File: src/rtl/nanq_pkg.sv
package nanq_pkg;
  localparam int unsigned DEF_EXP_W  = 11;
  localparam int unsigned DEF_FRAC_W = 52;

  typedef struct packed {
    logic is_nan;
    logic is_snan;
    logic invalid;
  } nanq_flags_t;
endpackage

File: src/rtl/nanq_classify.sv
module nanq_classify #(
  parameter int unsigned EXP_W  = nanq_pkg::DEF_EXP_W,
  parameter int unsigned FRAC_W = nanq_pkg::DEF_FRAC_W,
  localparam int unsigned W     = 1 + EXP_W + FRAC_W
) (
  input  logic [W-1:0] operand,
  input  logic         mode_2008,
  output logic         is_nan,
  output logic         is_snan
);
  localparam int unsigned QB = FRAC_W - 1;

  logic [EXP_W-1:0]  exp_f;
  logic [FRAC_W-1:0] frac_f;
  logic              exp_max;
  logic              frac_nz;

  assign exp_f   = operand[W-2 -: EXP_W];
  assign frac_f  = operand[FRAC_W-1:0];
  assign exp_max = &exp_f;
  assign frac_nz = |frac_f;

  always_comb begin
    is_nan  = exp_max && frac_nz;
    is_snan = is_nan && (mode_2008 ^ frac_f[QB]);
  end
endmodule

File: src/rtl/nanq_quieter.sv
module nanq_quieter #(
  parameter int unsigned EXP_W  = nanq_pkg::DEF_EXP_W,
  parameter int unsigned FRAC_W = nanq_pkg::DEF_FRAC_W,
  localparam int unsigned W     = 1 + EXP_W + FRAC_W
) (
  input  logic [W-1:0] operand,
  input  logic         mode_2008,
  input  logic         quiet_req,
  input  logic         is_snan,
  output logic [W-1:0] result,
  output logic         invalid
);
  localparam int unsigned QB = FRAC_W - 1;
  localparam int unsigned RB = FRAC_W - 2;

  logic [FRAC_W-1:0] frac_in;
  logic [FRAC_W-1:0] frac_set;
  logic [FRAC_W-1:0] frac_clr;
  logic [FRAC_W-1:0] frac_legacy;
  logic [FRAC_W-1:0] frac_out;
  logic              do_quiet;

  assign frac_in = operand[FRAC_W-1:0];

  always_comb begin
    frac_set     = frac_in;
    frac_set[QB] = 1'b1;
    frac_clr     = frac_in;
    frac_clr[QB] = 1'b0;
    frac_legacy  = frac_clr;
    if (frac_clr == '0) begin
      frac_legacy[RB] = 1'b1;
    end
  end

  assign do_quiet = quiet_req && is_snan;

  always_comb begin
    frac_out = frac_in;
    if (do_quiet) begin
      frac_out = mode_2008 ? frac_set : frac_legacy;
    end
  end

  assign result  = {operand[W-1:FRAC_W], frac_out};
  assign invalid = do_quiet;
endmodule

File: src/rtl/nanq_stage.sv
module nanq_stage #(
  parameter int unsigned DW = 67
) (
  input  logic          clk,
  input  logic          rst,
  input  logic          s_valid,
  output logic          s_ready,
  input  logic [DW-1:0] s_payload,
  output logic          m_valid,
  input  logic          m_ready,
  output logic [DW-1:0] m_payload
);
  logic          full_q;
  logic [DW-1:0] data_q;
  logic          load;

  assign s_ready = !full_q || m_ready;
  assign load    = s_valid && s_ready;

  always_ff @(posedge clk) begin
    if (rst) begin
      full_q <= 1'b0;
    end else if (s_ready) begin
      full_q <= s_valid;
    end
  end

  always_ff @(posedge clk) begin
    if (load) begin
      data_q <= s_payload;
    end
  end

  assign m_valid   = full_q;
  assign m_payload = data_q;
endmodule

File: src/rtl/nanq_unit.sv
module nanq_unit #(
  parameter int unsigned EXP_W  = nanq_pkg::DEF_EXP_W,
  parameter int unsigned FRAC_W = nanq_pkg::DEF_FRAC_W,
  localparam int unsigned W     = 1 + EXP_W + FRAC_W
) (
  input  logic         clk,
  input  logic         rst,
  input  logic         in_valid,
  output logic         in_ready,
  input  logic [W-1:0] in_data,
  input  logic         in_quiet_req,
  input  logic         mode_2008,
  output logic         out_valid,
  input  logic         out_ready,
  output logic [W-1:0] out_data,
  output logic         out_is_nan,
  output logic         out_is_snan,
  output logic         out_invalid
);
  import nanq_pkg::*;

  localparam int unsigned FL_W = $bits(nanq_flags_t);
  localparam int unsigned PW   = W + FL_W;

  logic          c_nan;
  logic          c_snan;
  logic [W-1:0]  q_data;
  logic          q_inv;
  nanq_flags_t   flags_in;
  nanq_flags_t   flags_out;
  logic [PW-1:0] pay_in;
  logic [PW-1:0] pay_out;

  nanq_classify #(.EXP_W(EXP_W), .FRAC_W(FRAC_W)) i_classify (
    .operand   (in_data),
    .mode_2008 (mode_2008),
    .is_nan    (c_nan),
    .is_snan   (c_snan)
  );

  nanq_quieter #(.EXP_W(EXP_W), .FRAC_W(FRAC_W)) i_quieter (
    .operand   (in_data),
    .mode_2008 (mode_2008),
    .quiet_req (in_quiet_req),
    .is_snan   (c_snan),
    .result    (q_data),
    .invalid   (q_inv)
  );

  always_comb begin
    flags_in.is_nan  = c_nan;
    flags_in.is_snan = c_snan;
    flags_in.invalid = q_inv;
  end

  assign pay_in = {q_data, flags_in};

  nanq_stage #(.DW(PW)) i_stage (
    .clk       (clk),
    .rst       (rst),
    .s_valid   (in_valid),
    .s_ready   (in_ready),
    .s_payload (pay_in),
    .m_valid   (out_valid),
    .m_ready   (out_ready),
    .m_payload (pay_out)
  );

  assign out_data    = pay_out[PW-1:FL_W];
  assign flags_out   = nanq_flags_t'(pay_out[FL_W-1:0]);
  assign out_is_nan  = flags_out.is_nan;
  assign out_is_snan = flags_out.is_snan;
  assign out_invalid = flags_out.invalid;
endmodule

File: config.mk
export PLATFORM = sky130hd
export DESIGN_NAME = nanq_unit
export DESIGN_NICKNAME = d
export VERILOG_FILES = /design/src/rtl/nanq_pkg.sv /design/src/rtl/nanq_classify.sv /design/src/rtl/nanq_quieter.sv /design/src/rtl/nanq_stage.sv /design/src/rtl/nanq_unit.sv
export SDC_FILE = /design/constraint.sdc
export NUM_CORES = 1
export LEC_CHECK = 0
export BUFFER_PORTS_ARGS = -buffer_cell sky130_fd_sc_hd__buf_2
export CAP_MARGIN = 10
export CORE_MARGIN = 5
export CORE_UTILIZATION = 46
export CTS_CLUSTER_DIAMETER = 80
export DETAILED_ROUTE_END_ITERATION = 10
export PLACE_DENSITY_LB_ADDON = 0.08
export SKIP_LAST_GASP = 1
export SLEW_MARGIN = 15
export SYNTH_ARGS = -nofsm -noshare
export SYNTH_HDL_FRONTEND = slang
export SYNTH_SLANG_ARGS = --single-unit
File: constraint.sdc
create_clock -name clk -period 7.3 [get_ports clk]
set_input_delay 1.095 -clock clk [delete_from_list [all_inputs] [get_ports clk]]
set_output_delay 1.095 -clock clk [all_outputs]
set_load 0.02 [all_outputs]
Word-level counts from Yosys, hierarchy flattened

Index checks and enable logic that the tools add are counted.

Memories kept: 0
Memory bits (writable): 0
Bits in read-only memories: 0
Input bits: 70
Flip-flop bits (word level): 68
Output and inout port bits: 69
Bits in latches: 0
Logic and storage cells: 15

Bitwise gates (word level): 1
Multiplexer cells: 3
Divide/modulo/power cells: 0
$add $sub $neg: 0
Order comparisons: 0
Equal/unequal tests: 0
Reductions and logical operators: 9
Multiply operators: 0
Shift operators: 0

Operators by type and width:

| cell                | count |
|---|---|
| $mux W52            | 2 |
| $reduce_or A52 Y1   | 1 |
| $logic_not A51 Y1   | 1 |
| $reduce_and A11 Y1  | 1 |
| $logic_and A1 B1 Y1 | 4 |
| $logic_not A1 Y1    | 1 |
| $logic_or A1 B1 Y1  | 1 |
| $mux W1             | 1 |
| $xor A1 B1 Y1       | 1 |

Longest topological paths before layout

Gate-level depths: netlist (run 1).

Depth in word-level cells: 5
Mapped depth: 4
Depth with buffers taken out: 4

Cells and area by module

Synthesis (run 1) repeated with hierarchy kept, for this count alone.

Cells, all modules: 181
Area, all modules: 2885.3 sq um

By module, submodules not included:

| module        | seq. area each (sq um) | instances | area each (sq um) | cells each |
|---|---|---|---|---|
| nanq_stage    | 2031.9                 | 1         | 2067.0            | 72 |
| nanq_quieter  | 0.0                    | 1         | 630.6             | 83 |
| nanq_classify | 0.0                    | 1         | 187.7             | 26 |

Worst setup path before layout (run 1)

OpenSTA, ideal clock, no wires.

Kind: in2reg
From: input port out_ready
To: register i_stage.data_q[0], in the netlist i_stage.m_payload[0] (enable)
Library setup time: 0.432 ns
Data required time: 6.868 ns
Setup slack: 3.898 ns
Data arrival time: 2.969 ns
Cell stages on the path: 2
Cells stage by stage: nand2b_1 > and2_1

Cells in the longest elaborated chain, start to end: 2

Ends and longest elaborated chain:

| element                | line             | RTL |
|---|---|---|
| start: declaration     | nanq_unit.sv:14  | `input logic out_ready,` |
| $logic_or A1 B1 Y1     | nanq_stage.sv:17 | `assign s_ready = !full_q \|\| m_ready;` |
| $logic_and A1 B1 Y1    | nanq_stage.sv:18 | `assign load = s_valid && s_ready;` |
| net i_stage.load       | nanq_stage.sv:15 | `logic load;` |
| end signal: assignment | nanq_stage.sv:30 | `data_q <= s_payload;` |
| end: declaration       | nanq_stage.sv:14 | `logic [DW-1:0] data_q;` |

The timed path passes the listed nets, and every way through them passes these cells.
A chain may end at the register's enable or synchronous reset.

Worst setup path in the final report (run 1)

From: input port out_ready
To: output port in_ready

Cells in the longest elaborated chain, start to end: 1

Ends and longest elaborated chain:

| element            | line             | RTL |
|---|---|---|
| $logic_or A1 B1 Y1 | nanq_stage.sv:17 |  |
| end: declaration   | nanq_unit.sv:9   | `output logic in_ready,` |

No other way between the ends.

==> flow_summary_export.csv, run 1 <==
group,metric,value,unit
setup_path,crit_required,6.20,ns
global_route,grt_pass1_wl,7240,um
setup_path,cp_cell_sequence,"buf_2 -> nand2b_1 -> buf_2",
synthesis,ys_ff_latch,68,
final_layout,finalInstanceArea,3250,um^2
setup_path,r2r_end,"i_stage.m_payload[38]$_DFFE_PP_",
clocking,numCtsBuffers,9,
floorplanning,die-area,6550,um^2
drt,avgRoutedWirePerCell,15.2,um
setup_path,cp_data_arrival_time,1.52,ns
power,clkPwrFrac,0.302,
synthesis,synthCells,109,
global_route,grt_max_degree,68,
drt,postRouteAntennaNets,0,
drt,wirelength,5020,um
sta,maxSlewHeadroom,0.476,
flow_run,max_cap_viol_count,0,
global_route,grt.overflow.total,0,
setup_path,crit_cells,3,
setup_path,path_max_fanout,3,
global_route,grt_pass1_vias,1527,
setup_path,crit_start,"out_ready",
global_route,use_met3,0.0588,
sta,finalCriticalPeriod,2.62,ns
synthesis,synthArstFlopShare,0,
power,p_seq_frac,0.585,
setup_path,cp-start-kind,"input port",
clocking,clock-root-buffer,"clkbuf_8",
sta,final-max-slew-violation-count,0,
setup_path,cpPeakStageDelay,0.17,ns
floorplanning,design.portCount,139,
run_status,outcome,"finished clean",
floorplanning,rows,25,
clocking,postCtsSetupRepairBufs,0,
final_layout,n_antenna_cell,0,
sta,tns,0,ns
final_layout,syn_to_final_growth,40.3,%
global_route,grtUsageTotal,0.156,
clocking,cts_sinks,68,
sta,fmax,0.382,GHz
power,ir_drop,168,uV
clocking,tritoncts,"built",
clocking,path_clk_slew,0.06,ns
power,power_density,242,nW/um^2
synthesis,synth_nets,179,
power,p_comb_frac,0.112,
synthesis,synth-warning-count,0,
power,swShare,0.232,
setup_path,path_class,"in -> out",
place,place_area,3100,um^2
drt,drt_iter0_markers,96,
synthesis,synth-edff-count,67,
synthesis,yosysSeqAreaShare,0.878,
setup_path,rr_worst_depth,3,
final_layout,drive_gt1_frac,0.605,
setup_path,reg2reg_from,"i_stage.m_valid$_SDFFE_PP0N_",
floorplanning,core_area,4820,um^2
setup_path,cp_top_family,"buffers and inverters",
clocking,cts_hold_buffers,0,
place,gp_congestion,0.725,
floorplanning,dieWidth,80.9,um
floorplanning,die_h,80.9,um
sta,skew,0.00489,ns
clocking,h-tree-depth,3,
drt,avgViaCountPerCell,4.70,
clocking,clockBufferDepth,2,
setup_path,end_kind,"output pin",
worst_hold_path,hold_path_class,"reg -> reg",
floorplanning,start_util,0.481,
sta,rsz0062_at_grt,"false",
synthesis,syn_area_per_cell,21.2,um^2
place,io_buffers,138,
place,hpwl,3820,um
sta,tightest_slew,0.786,ns
clocking,cts_resized,0,
sta,final.setup.worst_slack,4.68,ns
sta,setup_viol,0,
synthesis,ys.flop_type,"edfxtp_1",
clocking,insertion_delay,0.32,ns
global_route,use_met2,0.251,
drt,route.detailed.drc,0,
sta,final-hold-violation-count,0,
power,p_leak,0.00136,uW
drt,vias,1552,
global_route,busiest_layer,"met2",
power,p_sw,182,uW
final_layout,post-route-util,0.674,
global_route,antenna_found_initial,0,
setup_path,crit_path_top_delay_cell,"buf_2",
drt,first_pass_iters,4,
synthesis,ys_types,21,
sta,fin_crit_sh,0.359,
place,place_ws,4.66,ns
worst_hold_path,min_from,"i_stage.m_valid$_SDFFE_PP0N_",
synthesis,synth_area,2310,um^2
power,total_power,787,uW
setup_path,path_buf_inv,2,
setup_path,crit_top_cell,"buf_2",
setup_path,endpoint,"in_ready",
power,intPower,604,uW
setup_path,r2r_slack,5.74,ns
global_route,gr-usage-met1,0.166,
final_layout,fin_nets,329,
==> synthesized netlist by cell type (2+ instances only) <==
| library cell | count | area (um^2) |
|---|---|---|
| a21oi_1 | 4 | 20.0 |
| edfxtp_1 | 67 | 2010 |
| inv_1 | 3 | 11.3 |
| nand2_1 | 2 | 7.51 |
| nand2b_1 | 2 | 12.5 |
| nand3_1 | 2 | 10.0 |
| nand4_1 | 3 | 18.8 |
| nor4_1 | 11 | 68.8 |
| nor4_2 | 3 | 37.5 |
==> metrics by stage <==
stage / instances / hold WS [ns]
detailed placement: 315 / 0.515
finish: 330 / 0.520
CTS: 330 / 0.524
global placement: 315 / 0.488
floorplan: 109 / 0.729
global route: 330 / 0.592
==> cells by family after synthesis <==
logic type | count (synthesis) | share of synthesized area
buffers and inverters | 4 | 0.00648
multiplexers | 1 | 0.00432
AO/OA/AOI/OAI | 7 | 0.0222
AND/OR/NAND/NOR | 29 | 0.0892
flip-flops | 68 | 0.878
==> flip-flops by register name, summed over array words and instances (netlist names) <==
register,cells
i_stage.m_payload,67
i_stage.m_valid,1
==> power groups by stage <==
stage	logic, uW	registers [uW]	clock network, uW
after floorplan	11.7	500	0
after global placement	88.8	468	0
final	88.2	461	238
after CTS	89.5	461	249
after global routing	95.3	462	265
after detailed placement	89.4	469	0
==> cells in the final DEF, fill, tap and decap left out <==
| cell type | synthesis | layout |
|---|---|---|
| buf_2 | 0 | 138 |
| edfxtp_1 | 67 | 67 |
| nor4_1 | 11 | 11 |
| clkbuf_8 | 0 | 9 |
| a21oi_1 | 4 | 4 |
| inv_1 | 3 | 3 |
| nor4_2 | 3 | 3 |
| nand4_1 | 3 | 3 |
| nand2_1 | 2 | 2 |
| nand3_1 | 2 | 2 |
| nand2b_1 | 2 | 2 |
| clkinv_1 | 0 | 2 |
| clkbuf_1 | 0 | 2 |
| clkinv_2 | 0 | 2 |
| nand4_2 | 1 | 1 |
| nor3_1 | 1 | 1 |
| or4_4 | 1 | 1 |
| nor2b_1 | 1 | 1 |
| o41ai_2 | 1 | 1 |
| inv_2 | 1 | 1 |
| a211oi_1 | 1 | 1 |
| nor3_2 | 1 | 1 |
| a21o_1 | 1 | 1 |
| mux2i_1 | 1 | 1 |
| and2_2 | 0 | 1 |
| dfxtp_1 | 1 | 1 |
| buf_4 | 0 | 1 |
==> worst min-delay path: stages, from the launching register on <==
cell	delay, ns
dfxtp_1	0.31
nand2b_1	0.10
a21oi_1	0.07
==> worst min path at each step <==
stage / depth (start not counted) / endpoint
2_1_floorplan: 2 / i_stage.m_valid$_SDFFE_PP0N_
3_3_place_gp: 2 / i_stage.m_valid$_SDFFE_PP0N_
3_5_place_dp: 2 / i_stage.m_valid$_SDFFE_PP0N_
4_1_cts: 2 / i_stage.m_valid$_SDFFE_PP0N_
5_1_grt: 2 / i_stage.m_valid$_SDFFE_PP0N_
6_report: 2 / i_stage.m_valid$_SDFFE_PP0N_
==> routing by layer <==
layer	vias to the layer above	part of all wire
met2	91	0.50
met5	-	0
met4	0	0.029
met1	697	0.36
met3	13	0.11
li1	751	-
==> layout make-up <==
type                       instances  area [um^2]
sequential                        68         2030
fill                             393         1570
timing repair buffer             139          698
multi-input combinational         37          269
clock buffer                      11          131
tap                               67         83.8
clock inverter                     4         17.5
inverter                           4         15.0
Power figures use the tool's default switching activity.
==> run 2: changes to the inputs <==
CORE_UTILIZATION = 38   (was 46)
clock period = 2.15 ns   (was 7.3 ns; I/O delays follow)
==> flow_summary_export.csv, run 2 (synthesized netlist as in run 1, its figures left out) <==
group,metric,value,unit
sta,final-max-slew-violation-count,0,
drt,postRouteAntennaNets,0,
power,ir_drop,454,uV
drt,avgViaCountPerCell,4.63,
clocking,clock-root-buffer,"clkbuf_8",
floorplanning,die_h,88.0,um
drt,wirelength,5310,um
clocking,cts_sinks,68,
drt,vias,1570,
clocking,cts_resized,0,
sta,skew,0.00419,ns
sta,maxSlewHeadroom,0.702,
clocking,path_clk_slew,0.07,ns
global_route,grt_max_degree,36,
drt,avgRoutedWirePerCell,15.7,um
floorplanning,core_area,5920,um^2
global_route,antenna_found_initial,0,
sta,whs,0.142,ns
sta,rsz0062_at_grt,"false",
sta,fin_crit_sh,0.686,
drt,drt_iter0_markers,43,
setup_path,cp_data_arrival_time,1.54,ns
place,place_ws,0.300,ns
sta,tightest_slew,0.443,ns
final_layout,fin_nets,330,
clocking,clockBufferDepth,2,
flow_run,max_cap_viol_count,0,
sta,final-hold-violation-count,0,
setup_path,r2r_slack,0.83,ns
sta,fmax,0.678,GHz
sta,tns,0,ns
global_route,grt_pass1_vias,1596,
setup_path,reg2reg_from,"i_stage.m_valid$_SDFFE_PP0N_",
clocking,postCtsSetupRepairBufs,0,
power,power_density,826,nW/um^2
place,hpwl,4190,um
worst_hold_path,whs_path_depth,2,
place,gp_congestion,0.724,
clocking,insertion_delay,0.32,ns
setup_path,r2r_end,"i_stage.m_payload[48]$_DFFE_PP_",
setup_path,path_buf_inv,1,
clocking,h-tree-depth,3,
floorplanning,design.portCount,139,
floorplanning,dieWidth,88.0,um
drt,route.detailed.drc,0,
setup_path,path_max_fanout,2,
run_status,outcome,"finished clean",
setup_path,crit_path_top_delay_cell,"o41ai_2",
final_layout,final_common_cell,"buf_2",
worst_hold_path,min_from,"rst",
final_layout,drive_gt1_frac,0.606,
floorplanning,start_util,0.391,
global_route,grt.overflow.total,0,
global_route,grt_pass1_wl,7720,um
clocking,cts_hold_buffers,0,
setup_path,cp_top_family,"simple AND/OR/NAND/NOR gates",
sta,final.setup.worst_slack,0.676,ns
final_layout,syn_to_final_growth,41.0,%
floorplanning,rows,28,
setup_path,rr_worst_depth,3,
setup_path,cpPeakStageDelay,0.42,ns
worst_hold_path,hold_path_class,"in -> reg",
setup_path,cp_cell_sequence,"buf_2 -> nor4_1 -> nand4_1 -> o41ai_2 -> a211oi_1",
setup_path,end_kind,"register",
drt,first_pass_iters,4,
sta,setup_viol,0,
setup_path,crit_required,2.22,ns
global_route,grtUsageTotal,0.139,
final_layout,largest_reg_flops,67,
final_layout,n_antenna_cell,0,
setup_path,cp-start-kind,"input port",
power,p_leak,0.00136,uW
clocking,numCtsBuffers,9,
place,io_buffers,138,
setup_path,path_class,"in -> reg",
final_layout,final_cell_mix,"buf_2 (138), edfxtp_1 (67), nor4_1 (11), clkbuf_8 (9), a21oi_1 (4)",
worst_hold_path,hold_end,"i_stage.m_valid$_SDFFE_PP0N_",
floorplanning,die-area,7750,um^2
sta,finalCriticalPeriod,1.47,ns
clocking,tritoncts,"built",
==> run 2: changes by cell type in the layout (fill, tap and decap cells not counted) <==
cell / previous run / this run
buf_4: 1 / 2
==> run 2: final cells by class <==
type / instances / area (um^2)
clock buffer: 11 / 131
inverter: 4 / 15.0
timing repair buffer: 140 / 706
tap: 75 / 93.8
clock inverter: 4 / 17.5
sequential: 68 / 2030
multi-input combinational: 37 / 269
fill: 510 / 2660
==> run 2: report_power, final <==
group | internal [uW] | switching (uW) | leakage [uW] | total [uW]
sequential | 1550 | 15.2 | 0.000657 | 1560
combinational | 105 | 199 | 0.000626 | 304
clock | 401 | 428 | 0.0000780 | 828
==> run 2: worst max-delay path by stage <==
| stage | startpoint | endpoint | slack (ns) | cells past startpoint |
|---|---|---|---|---|
| finish | in_data[1] | i_stage.m_payload[0]$_DFFE_PP_ | 0.68 | 5 |
| global route | in_data[1] | i_stage.m_payload[54]$_DFFE_PP_ | 0.58 | 5 |
| CTS | in_data[1] | i_stage.m_payload[0]$_DFFE_PP_ | 0.65 | 5 |
| detailed placement | in_data[1] | i_stage.m_payload[0]$_DFFE_PP_ | 0.30 | 5 |
| global placement | in_data[1] | i_stage.m_payload[0]$_DFFE_PP_ | 0.31 | 5 |
| floorplan | i_stage.m_valid$_SDFFE_PP0N_ | i_stage.m_payload[0]$_DFFE_PP_ | 0.21 | 2 |
==> run 2: routing by layer <==
| metal | GRT usage | vias up | wire length (um) |
|---|---|---|---|
| met5 | 0 | - | 0 |
| met4 | 0.0879 | 0 | 89 |
| met3 | 0.0593 | 8 | 707 |
| met2 | 0.222 | 79 | 2610 |
| met1 | 0.154 | 726 | 1900 |
| li1 | - | 757 | - |
==> run 2: through the flow <==
stage               area [um^2]  total power [uW]  utilization  instances
global placement           3120              1900        0.526        324
CTS                        3260              2740        0.551        339
finish                     3260              2700        0.551        339
detailed placement         3120              1900        0.526        324
global route               3260              2830        0.551        339
floorplan                  2320              1740            -        109
